<file path="config.mk">
export PLATFORM = sky130hd
export DESIGN_NAME = sar_seq_ctrl
export DESIGN_NICKNAME = d
export VERILOG_FILES = /design/src/rtl/sar_seq_pkg.sv /design/src/rtl/sar_regs.sv /design/src/rtl/sar_clkdiv.sv /design/src/rtl/sar_engine.sv /design/src/rtl/sar_irq_route.sv /design/src/rtl/sar_seq_ctrl.sv
export SDC_FILE = /design/constraint.sdc
export NUM_CORES = 1
export LEC_CHECK = 0
export ABC_AREA = 1
export BUFFER_PORTS_ARGS = -buffer_cell sky130_fd_sc_hd__buf_2
export CORE_MARGIN = 2
export CORE_UTILIZATION = 55
export DETAILED_ROUTE_END_ITERATION = 8
export PLACE_DENSITY = 0.78
export SETUP_SLACK_MARGIN = 0.5
export SLEW_MARGIN = 20
export SYNTH_ARGS = -nofsm -noshare
export SYNTH_HDL_FRONTEND = slang
export SYNTH_SLANG_ARGS = --single-unit
</file>
<file path="constraint.sdc">
create_clock -name clk -period 3.1 [get_ports clk]
set_input_delay 0.62 -clock clk [delete_from_list [all_inputs] [get_ports clk]]
set_output_delay 0.62 -clock clk [all_outputs]
set_load 0.01 [all_outputs]
</file>
<file path="src/rtl/sar_seq_pkg.sv">
package sar_seq_pkg;
  localparam int ADDR_W = 2;
  localparam logic [ADDR_W-1:0] A_CTRL = 2'd0;
  localparam logic [ADDR_W-1:0] A_RES  = 2'd1;
  localparam logic [ADDR_W-1:0] A_PSC  = 2'd2;
  localparam int CB_START = 2;
  localparam int CB_DONE  = 3;
  localparam int CB_IEN   = 4;
endpackage

</file>
<file path="src/rtl/sar_regs.sv">
module sar_regs
  import sar_seq_pkg::*;
#(
  parameter int DATA_W = 8,
  parameter int PSC_W  = 8,
  parameter int CH_W   = 2
) (
  input  logic              clk,
  input  logic              rst,
  input  logic              bus_we,
  input  logic [ADDR_W-1:0] bus_addr,
  input  logic [DATA_W-1:0] bus_wdata,
  output logic [DATA_W-1:0] bus_rdata,
  input  logic              busy,
  input  logic              fin,
  input  logic [DATA_W-1:0] fin_code,
  output logic              start_go,
  output logic [CH_W-1:0]   conv_ch,
  output logic [PSC_W-1:0]  psc_q,
  output logic              int_en,
  output logic              done_q,
  output logic              start_q,
  output logic [DATA_W-1:0] res_q
);
  logic [CH_W-1:0]   chan_fld;
  logic [DATA_W-1:0] ctrl_view;
  logic              ctrl_wr;

  assign ctrl_wr  = bus_we && (bus_addr == A_CTRL);
  assign start_go = ctrl_wr && bus_wdata[CB_START] && !busy;

  always_ff @(posedge clk) begin
    if (rst) begin
      chan_fld <= '0;
      conv_ch  <= '0;
      psc_q    <= '0;
      int_en   <= 1'b0;
      done_q   <= 1'b0;
      start_q  <= 1'b0;
      res_q    <= '0;
    end else begin
      start_q <= start_go;
      if (ctrl_wr) begin
        chan_fld <= bus_wdata[CH_W-1:0];
        int_en   <= bus_wdata[CB_IEN];
      end
      if (start_go) begin
        conv_ch <= bus_wdata[CH_W-1:0];
        done_q  <= 1'b0;
      end else if (fin) begin
        done_q <= 1'b1;
      end
      if (fin) res_q <= fin_code;
      if (bus_we && bus_addr == A_PSC) psc_q <= PSC_W'(bus_wdata);
    end
  end

  always_comb begin
    ctrl_view = '0;
    ctrl_view[CH_W-1:0] = chan_fld;
    ctrl_view[CB_START] = start_q;
    ctrl_view[CB_DONE]  = done_q;
    ctrl_view[CB_IEN]   = int_en;
  end

  always_ff @(posedge clk) begin
    if (rst) bus_rdata <= '0;
    else begin
      case (bus_addr)
        A_CTRL:  bus_rdata <= ctrl_view;
        A_RES:   bus_rdata <= res_q;
        A_PSC:   bus_rdata <= DATA_W'(psc_q);
        default: bus_rdata <= '0;
      endcase
    end
  end
endmodule

</file>
<file path="src/rtl/sar_clkdiv.sv">
module sar_clkdiv #(
  parameter int PSC_W = 8
) (
  input  logic             clk,
  input  logic             rst,
  input  logic             run,
  input  logic [PSC_W-1:0] psc,
  output logic             tick
);
  logic             half_q;
  logic [PSC_W-1:0] cnt_q;

  assign tick = run && half_q && (cnt_q == psc);

  always_ff @(posedge clk) begin
    if (rst || !run) begin
      half_q <= 1'b0;
      cnt_q  <= '0;
    end else begin
      half_q <= ~half_q;
      if (half_q) begin
        if (cnt_q == psc) cnt_q <= '0;
        else              cnt_q <= cnt_q + 1'b1;
      end
    end
  end
endmodule

</file>
<file path="src/rtl/sar_engine.sv">
module sar_engine #(
  parameter int DATA_W    = 8,
  parameter int STEP_CLKS = 8
) (
  input  logic              clk,
  input  logic              rst,
  input  logic              start,
  input  logic              tick,
  input  logic              cmp_in,
  output logic              busy,
  output logic [DATA_W-1:0] code,
  output logic              fin,
  output logic [DATA_W-1:0] fin_code
);
  localparam int IDX_W = $clog2(DATA_W);
  localparam int SUB_W = $clog2(STEP_CLKS);
  localparam logic [SUB_W-1:0] SUB_LAST = SUB_W'(STEP_CLKS - 1);
  localparam logic [IDX_W-1:0] IDX_TOP  = IDX_W'(DATA_W - 1);

  logic [IDX_W-1:0]  idx_q;
  logic [SUB_W-1:0]  sub_q;
  logic [DATA_W-1:0] cur_bit;
  logic [DATA_W-1:0] kept;
  logic              decide;

  assign cur_bit  = DATA_W'(1) << idx_q;
  assign kept     = cmp_in ? code : (code & ~cur_bit);
  assign decide   = busy && tick && (sub_q == SUB_LAST);
  assign fin      = decide && (idx_q == '0);
  assign fin_code = kept;

  always_ff @(posedge clk) begin
    if (rst) begin
      busy  <= 1'b0;
      code  <= '0;
      idx_q <= '0;
      sub_q <= '0;
    end else if (start && !busy) begin
      busy  <= 1'b1;
      code  <= DATA_W'(1) << IDX_TOP;
      idx_q <= IDX_TOP;
      sub_q <= '0;
    end else if (busy && tick) begin
      if (sub_q == SUB_LAST) begin
        sub_q <= '0;
        if (idx_q == '0) begin
          busy <= 1'b0;
          code <= '0;
        end else begin
          code  <= kept | (DATA_W'(1) << (idx_q - 1'b1));
          idx_q <= idx_q - 1'b1;
        end
      end else begin
        sub_q <= sub_q + 1'b1;
      end
    end
  end
endmodule

</file>
<file path="src/rtl/sar_irq_route.sv">
module sar_irq_route (
  input  logic clk,
  input  logic rst,
  input  logic route_en,
  input  logic done,
  input  logic pin,
  output logic line
);
  always_ff @(posedge clk) begin
    if (rst)           line <= 1'b1;
    else if (route_en) line <= ~done;
    else               line <= pin;
  end
endmodule

</file>
<file path="src/rtl/sar_seq_ctrl.sv">
module sar_seq_ctrl
  import sar_seq_pkg::*;
#(
  parameter int DATA_W    = 8,
  parameter int NUM_CH    = 4,
  parameter int PSC_W     = 8,
  parameter int STEP_CLKS = 8,
  localparam int CH_W     = $clog2(NUM_CH)
) (
  input  logic              clk,
  input  logic              rst,
  input  logic              bus_we,
  input  logic [ADDR_W-1:0] bus_addr,
  input  logic [DATA_W-1:0] bus_wdata,
  output logic [DATA_W-1:0] bus_rdata,
  input  logic              cmp_in,
  input  logic              int1_pin,
  output logic [CH_W-1:0]   chan_sel,
  output logic              sh_hold,
  output logic [DATA_W-1:0] dac_code,
  output logic              conv_done,
  output logic              int1_line
);
  logic              start_go, busy_w, tick_w, fin_w, int_en_w, start_bit_w;
  logic [DATA_W-1:0] fin_code_w, res_w;
  logic [PSC_W-1:0]  psc_w;

  sar_regs #(.DATA_W(DATA_W), .PSC_W(PSC_W), .CH_W(CH_W)) regs_i (
    .clk(clk), .rst(rst), .bus_we(bus_we), .bus_addr(bus_addr),
    .bus_wdata(bus_wdata), .bus_rdata(bus_rdata), .busy(busy_w),
    .fin(fin_w), .fin_code(fin_code_w), .start_go(start_go),
    .conv_ch(chan_sel), .psc_q(psc_w), .int_en(int_en_w),
    .done_q(conv_done), .start_q(start_bit_w), .res_q(res_w)
  );

  sar_clkdiv #(.PSC_W(PSC_W)) div_i (
    .clk(clk), .rst(rst), .run(busy_w), .psc(psc_w), .tick(tick_w)
  );

  sar_engine #(.DATA_W(DATA_W), .STEP_CLKS(STEP_CLKS)) eng_i (
    .clk(clk), .rst(rst), .start(start_go), .tick(tick_w), .cmp_in(cmp_in),
    .busy(busy_w), .code(dac_code), .fin(fin_w), .fin_code(fin_code_w)
  );

  sar_irq_route irq_i (
    .clk(clk), .rst(rst), .route_en(int_en_w), .done(conv_done),
    .pin(int1_pin), .line(int1_line)
  );

  assign sh_hold = busy_w;
endmodule

</file>
# == Yosys cells after proc, flatten, opt, wreduce, memory -nomap -nowiden ==
# Cells that the tools add are included.
# Widths: inputs -> output; s select.
# op_classes
add_sub_neg,3
eq_ne,5
shift,2
mux,17
n_bitwise,5
n_reduce_logical,23
# ops
op,n
$mux 8,6
$pmux 8 s3,1
$shl 1x3->8 const A,2
$mux 3,5
$logic_and 1x1->1,10
$add 8x1->8 const B,1
$and 8x8->8,1
$eq 8x8->1,1
$not 8->8,1
$or 8x8->8,1
$reduce_and 3->1,2
$reduce_bool 2->1,3
$mux 1,5
$reduce_and 2->1,2
$reduce_or 2->1,2
$add 3x1->3 const B,1
$eq 3x3->1 const B,1
$logic_not 3->1,1
$sub 3x1->3 const B,1
$eq 2x1->1 const B,1
$eq 2x2->1 const B,1
$logic_not 2->1,1
$ne 2x1->1 const B,1
$not 1->1,2
2 further kinds,2
# word_totals
ff_bits,56
in_bits,15
out_inout_bits,21
word_cells,71

# == Longest topological paths before layout ==
# depth
ltp_word,9
ltp_mapped,12
depth_no_buf,12

# == Modules after synthesis ==
# Synthesis repeated with hierarchy kept, for this count alone.
# hier_totals
cells_unflattened,403
hier_area_um2,2796.4
# by_module_without_submodules
module,instances,cells_per_inst,area_each_um2,seq_area_each_um2
sar_regs,1,160,1247.4,620.6
sar_engine,1,133,903.4,300.3
sar_clkdiv,1,103,594.3,180.2
sar_irq_route,1,7,51.3,20.0

# == Least setup slack after synthesis ==
# OpenSTA, ideal clock, no wires.
# synth_timing
path_kind,input to register
from,input port bus_addr[1]
to,register regs_i.conv_ch[0]
setup_ns,0.117
arrival_time_ns,1.539
required_time_ns,2.983
slack_ns,1.444
cell_stages,8
n_path_buf,1
path_cell_list,nor2_2 > nand2_1 > inv_2 > nand3_2 > inv_2 > nor2_2 > buf_4 > a22o_1
# synth_via
elab_chain_len,4
# synth_rtl
element,line,rtl
from (decl),sar_seq_ctrl.sv:13,"input logic [ADDR_W-1:0] bus_addr,"
$logic_not 2->1,sar_regs.sv:29,assign ctrl_wr = bus_we && (bus_addr == A_CTRL);
$logic_and 1x1->1,sar_regs.sv:29,
$logic_and 1x1->1 (2 in series),sar_regs.sv:30,assign start_go = ctrl_wr && bus_wdata[CB_START] && !busy;
to (signal assigned),sar_regs.sv:48,conv_ch <= bus_wdata[CH_W-1:0];
to (decl),sar_regs.sv:18,"output logic [CH_W-1:0] conv_ch,"
# Every way passes these cells.
# A chain may end at the register's enable or synchronous reset.

# == Worst setup path after layout ==
# layout_timing
from,register eng_i.idx_q[0]
to,register eng_i.idx_q[0]
# layout_via
elab_chain_len,5
elab_cells_between_ends,8
classes_between,add/sub (1); eq/ne (1); mux (4); reduce/logical (2)
# layout_rtl
element,line,rtl
from (decl),sar_engine.sv:20,logic [IDX_W-1:0] idx_q;
from (signal assigned),sar_engine.sv:51,idx_q <= idx_q - 1'b1;
$sub 3x1->3,sar_engine.sv:51,
$mux 3,sar_engine.sv:46,if (idx_q == '0) begin
$mux 3,sar_engine.sv:44,if (sub_q == SUB_LAST) begin
$mux 3,sar_engine.sv:43,end else if (busy && tick) begin
$mux 3,sar_engine.sv:38,end else if (start && !busy) begin
# Parallel ways exist; a longest one is shown, timed or not. The select of a mux whose other input is x is not followed.

==> impl_metrics.env <==
export IMPL_clk_pin_slew_ns=0.10
export IMPL_slew_headroom=0.584
export IMPL_crit_top_cell="inv_1"
export IMPL_synth_edff_count=0
export IMPL_crit_required_ns=3.30
export IMPL_drc=0
export IMPL_power_total_uw=1260
export IMPL_rows=24
export IMPL_final_nets=411
export IMPL_reg2reg_slack_ns=1.24
export IMPL_gp_congestion=0.897
export IMPL_grt_max_degree=26
export IMPL_cts_sinks=56
export IMPL_first_global_vias=2010
export IMPL_setup_violations=0
export IMPL_met2_length_um=2650
export IMPL_path_cells="inv_1, ha_1, inv_1, nor2_1, inv_1, nand4_2, o21ai_0, nor2_1"
export IMPL_fin_crit_sh=0.599
export IMPL_critPathLaunchType="register"
export IMPL_grt_setup_unrepaired="no"
export IMPL_die_y_um=71.9
export IMPL_worst_setup_path_type="register to register"
export IMPL_wl_per_cell_um=12.8
export IMPL_cts_buffer_depth=2
export IMPL_antenna_found_initial=0
export IMPL_hold_class="register to register"
export IMPL_io_pins=36
export IMPL_synth_cell_types=27
export IMPL_critical_path_top_delay_family="flip-flops"
export IMPL_tns_ns=0
export IMPL_initial_utilization=0.578
export IMPL_design_die_area_mm2=0.00517
export IMPL_min_path_cells=2
export IMPL_n_antenna_cell=0
export IMPL_overflow=0
export IMPL_root_buffer="clkbuf_8"
export IMPL_top_layer="met4"
export IMPL_ir_drop_uv=320
export IMPL_mappedNetlistArea_mm2=0.00253
export IMPL_crit_path_end_kind="register"
export IMPL_p_leak_uw=0.00136
export IMPL_synth_async_sr_flop_share=0
export IMPL_cts_htree_levels=2
export IMPL_fmax_mhz=539
export IMPL_final_cell_mix="nand2_1, dfxtp_1, inv_1"
export IMPL_synth_mux_area_frac=0
export IMPL_worstPathBufferInverterCount=3
export IMPL_cp_max_fo=9
export IMPL_fp_coreArea_mm2=0.00438
export IMPL_layout_commonest_cell="nand2_1"
export IMPL_synth_xor_area_frac=0.0138
export IMPL_synth_ff_type="dfxtp_1"
export IMPL_clock_latency_ns=0.31
export IMPL_viasPerCell=5.09
export IMPL_skew_ns=0.0100
export IMPL_numCtsBuffers=5
export IMPL_grt_pass1_wl_um=9130
export IMPL_worstPathArrival_ns=2.06
export IMPL_cts_hold_buf=0
export IMPL_drive_gt1_frac=0.144
export IMPL_syn_avg_cell_area_um2=7.24
export IMPL_dr_pass1_iters=5
export IMPL_cts_tree="built"
export IMPL_yosys_area_share_simple=0.246
export IMPL_cap_violations=0
export IMPL_cp_depth=8
export IMPL_dp_hpwl_um=4180
export IMPL_period_needed_ns=1.86
export IMPL_postCtsSetupBuffers=0
export IMPL_slew_viol_final=0
export IMPL_yosysSeqAreaShare=0.442
export IMPL_synth_fa_ha_area_frac=0.0444
export IMPL_met1_length_um=2700
export IMPL_worst_pin_slew_ns=0.624
export IMPL_portBuffers=35
export IMPL_grt_usage=0.228
export IMPL_wl_um=5630
export IMPL_hold_viol=0
export IMPL_rr_worst_depth=8
export IMPL_synth_fp_nets=374
export IMPL_cp_slowest_stage_delay_ns=0.46
export IMPL_critPathSlowestCell="dfxtp_1"
export IMPL_hold_ws_ns=0.467
export IMPL_drt_iter0_drc=134
export IMPL_die_w_um=71.9
export IMPL_status="complete, no violations"
export IMPL_ctsResizeCount=0
export IMPL_power_density_mw_per_mm2=443
export IMPL_synth_compound_area_frac=0.161
export IMPL_synth_seq_cells=56
export IMPL_synthCells=350
export IMPL_wl_met3_um=223
export IMPL_ant_nets=0
export IMPL_ys_warn_count=0
export IMPL_area_growth_pct=12.3
export IMPL_synth_top_family_by_area="simple AND/OR/NAND/NOR gates"
export IMPL_dr_total_vias=2241
## power breakdown
part | internal, uW | total (uW) | switching [uW] | leakage [uW]
combinational | 33.1 | 103 | 69.5 | 0.000863
clock | 182 | 418 | 236 | 0.0000445
sequential | 732 | 741 | 9.07 | 0.000453
total | 948 | 1260 | 314 | 0.00136
## stage by stage
stage          utilization  setup slack [ns]  cell area [um^2]  std cells
2_1_floorplan            -              1.44              2530        350
3_3_place_gp         0.628              1.03              2750        432
3_5_place_dp         0.628             0.949              2750        432
4_1_cts              0.649              1.27              2850        440
5_1_grt              0.649              1.09              2850        440
6_report             0.649              1.24              2850        440
## sequential cells by signal, indices dropped and copies added, names as in the netlist
register / count
regs_i.int_en: 1
eng_i.idx_q: 3
regs_i.done_q: 1
regs_i.res_q: 8
regs_i.bus_rdata: 8
div_i.cnt_q: 8
regs_i.chan_fld: 2
eng_i.busy: 1
eng_i.sub_q: 3
regs_i.conv_ch: 2
regs_i.psc_q: 8
div_i.half_q: 1
irq_i.line: 1
eng_i.code: 8
regs_i.start_q: 1
## kinds of logic after synthesis
family          count (synthesis)
simple gates                  143
compound gates                 77
buf+inv                        61
flops                          56
fa+ha+maj                       9
xor+xnor                        4
## tightest hold or removal path: cells and delay by family, from the launching register on
kind            cells  cell delay, ns
flops               1            0.32
compound gates      1            0.05
simple gates        1            0.06
## layout make-up
type | instances | area (um^2)
timing repair buffer | 35 | 175
inverter | 56 | 210
sequential | 56 | 1120
clock inverter | 1 | 7.51
clock buffer | 7 | 86.3
multi-input combinational | 233 | 1180
fill | 414 | 1540
tap | 52 | 65.1
## synth_stat cells (3+ instances only)
library cell / n / area [um^2]
a21oi_1: 26 / 130
clkbuf_1: 4 / 15.0
dfxtp_1: 56 / 1120
ha_1: 9 / 113
inv_1: 50 / 188
inv_2: 6 / 22.5
nand2_1: 81 / 304
nand3_1: 9 / 45.0
nor2_1: 36 / 135
nor3_1: 5 / 25.0
o211ai_1: 3 / 22.5
o21ai_0: 43 / 215
xor2_1: 4 / 35.0
## path summary, 6_finish.rpt
check	startpoint	endpoint
worst max-delay path	eng_i.idx_q[0]	eng_i.idx_q[0]
worst min-delay path	regs_i.res_q[6]	regs_i.bus_rdata[6]
worst min register to register	regs_i.res_q[6]	regs_i.bus_rdata[6]
worst max register to register	eng_i.idx_q[0]	eng_i.idx_q[0]
## routing by layer
metal,vias up,global-route usage
met4,0,0.0608
li1,1185,-
met2,34,0.374
met1,1016,0.298
met5,-,0
met3,6,0.0577
Power figures use the tool's default switching activity.
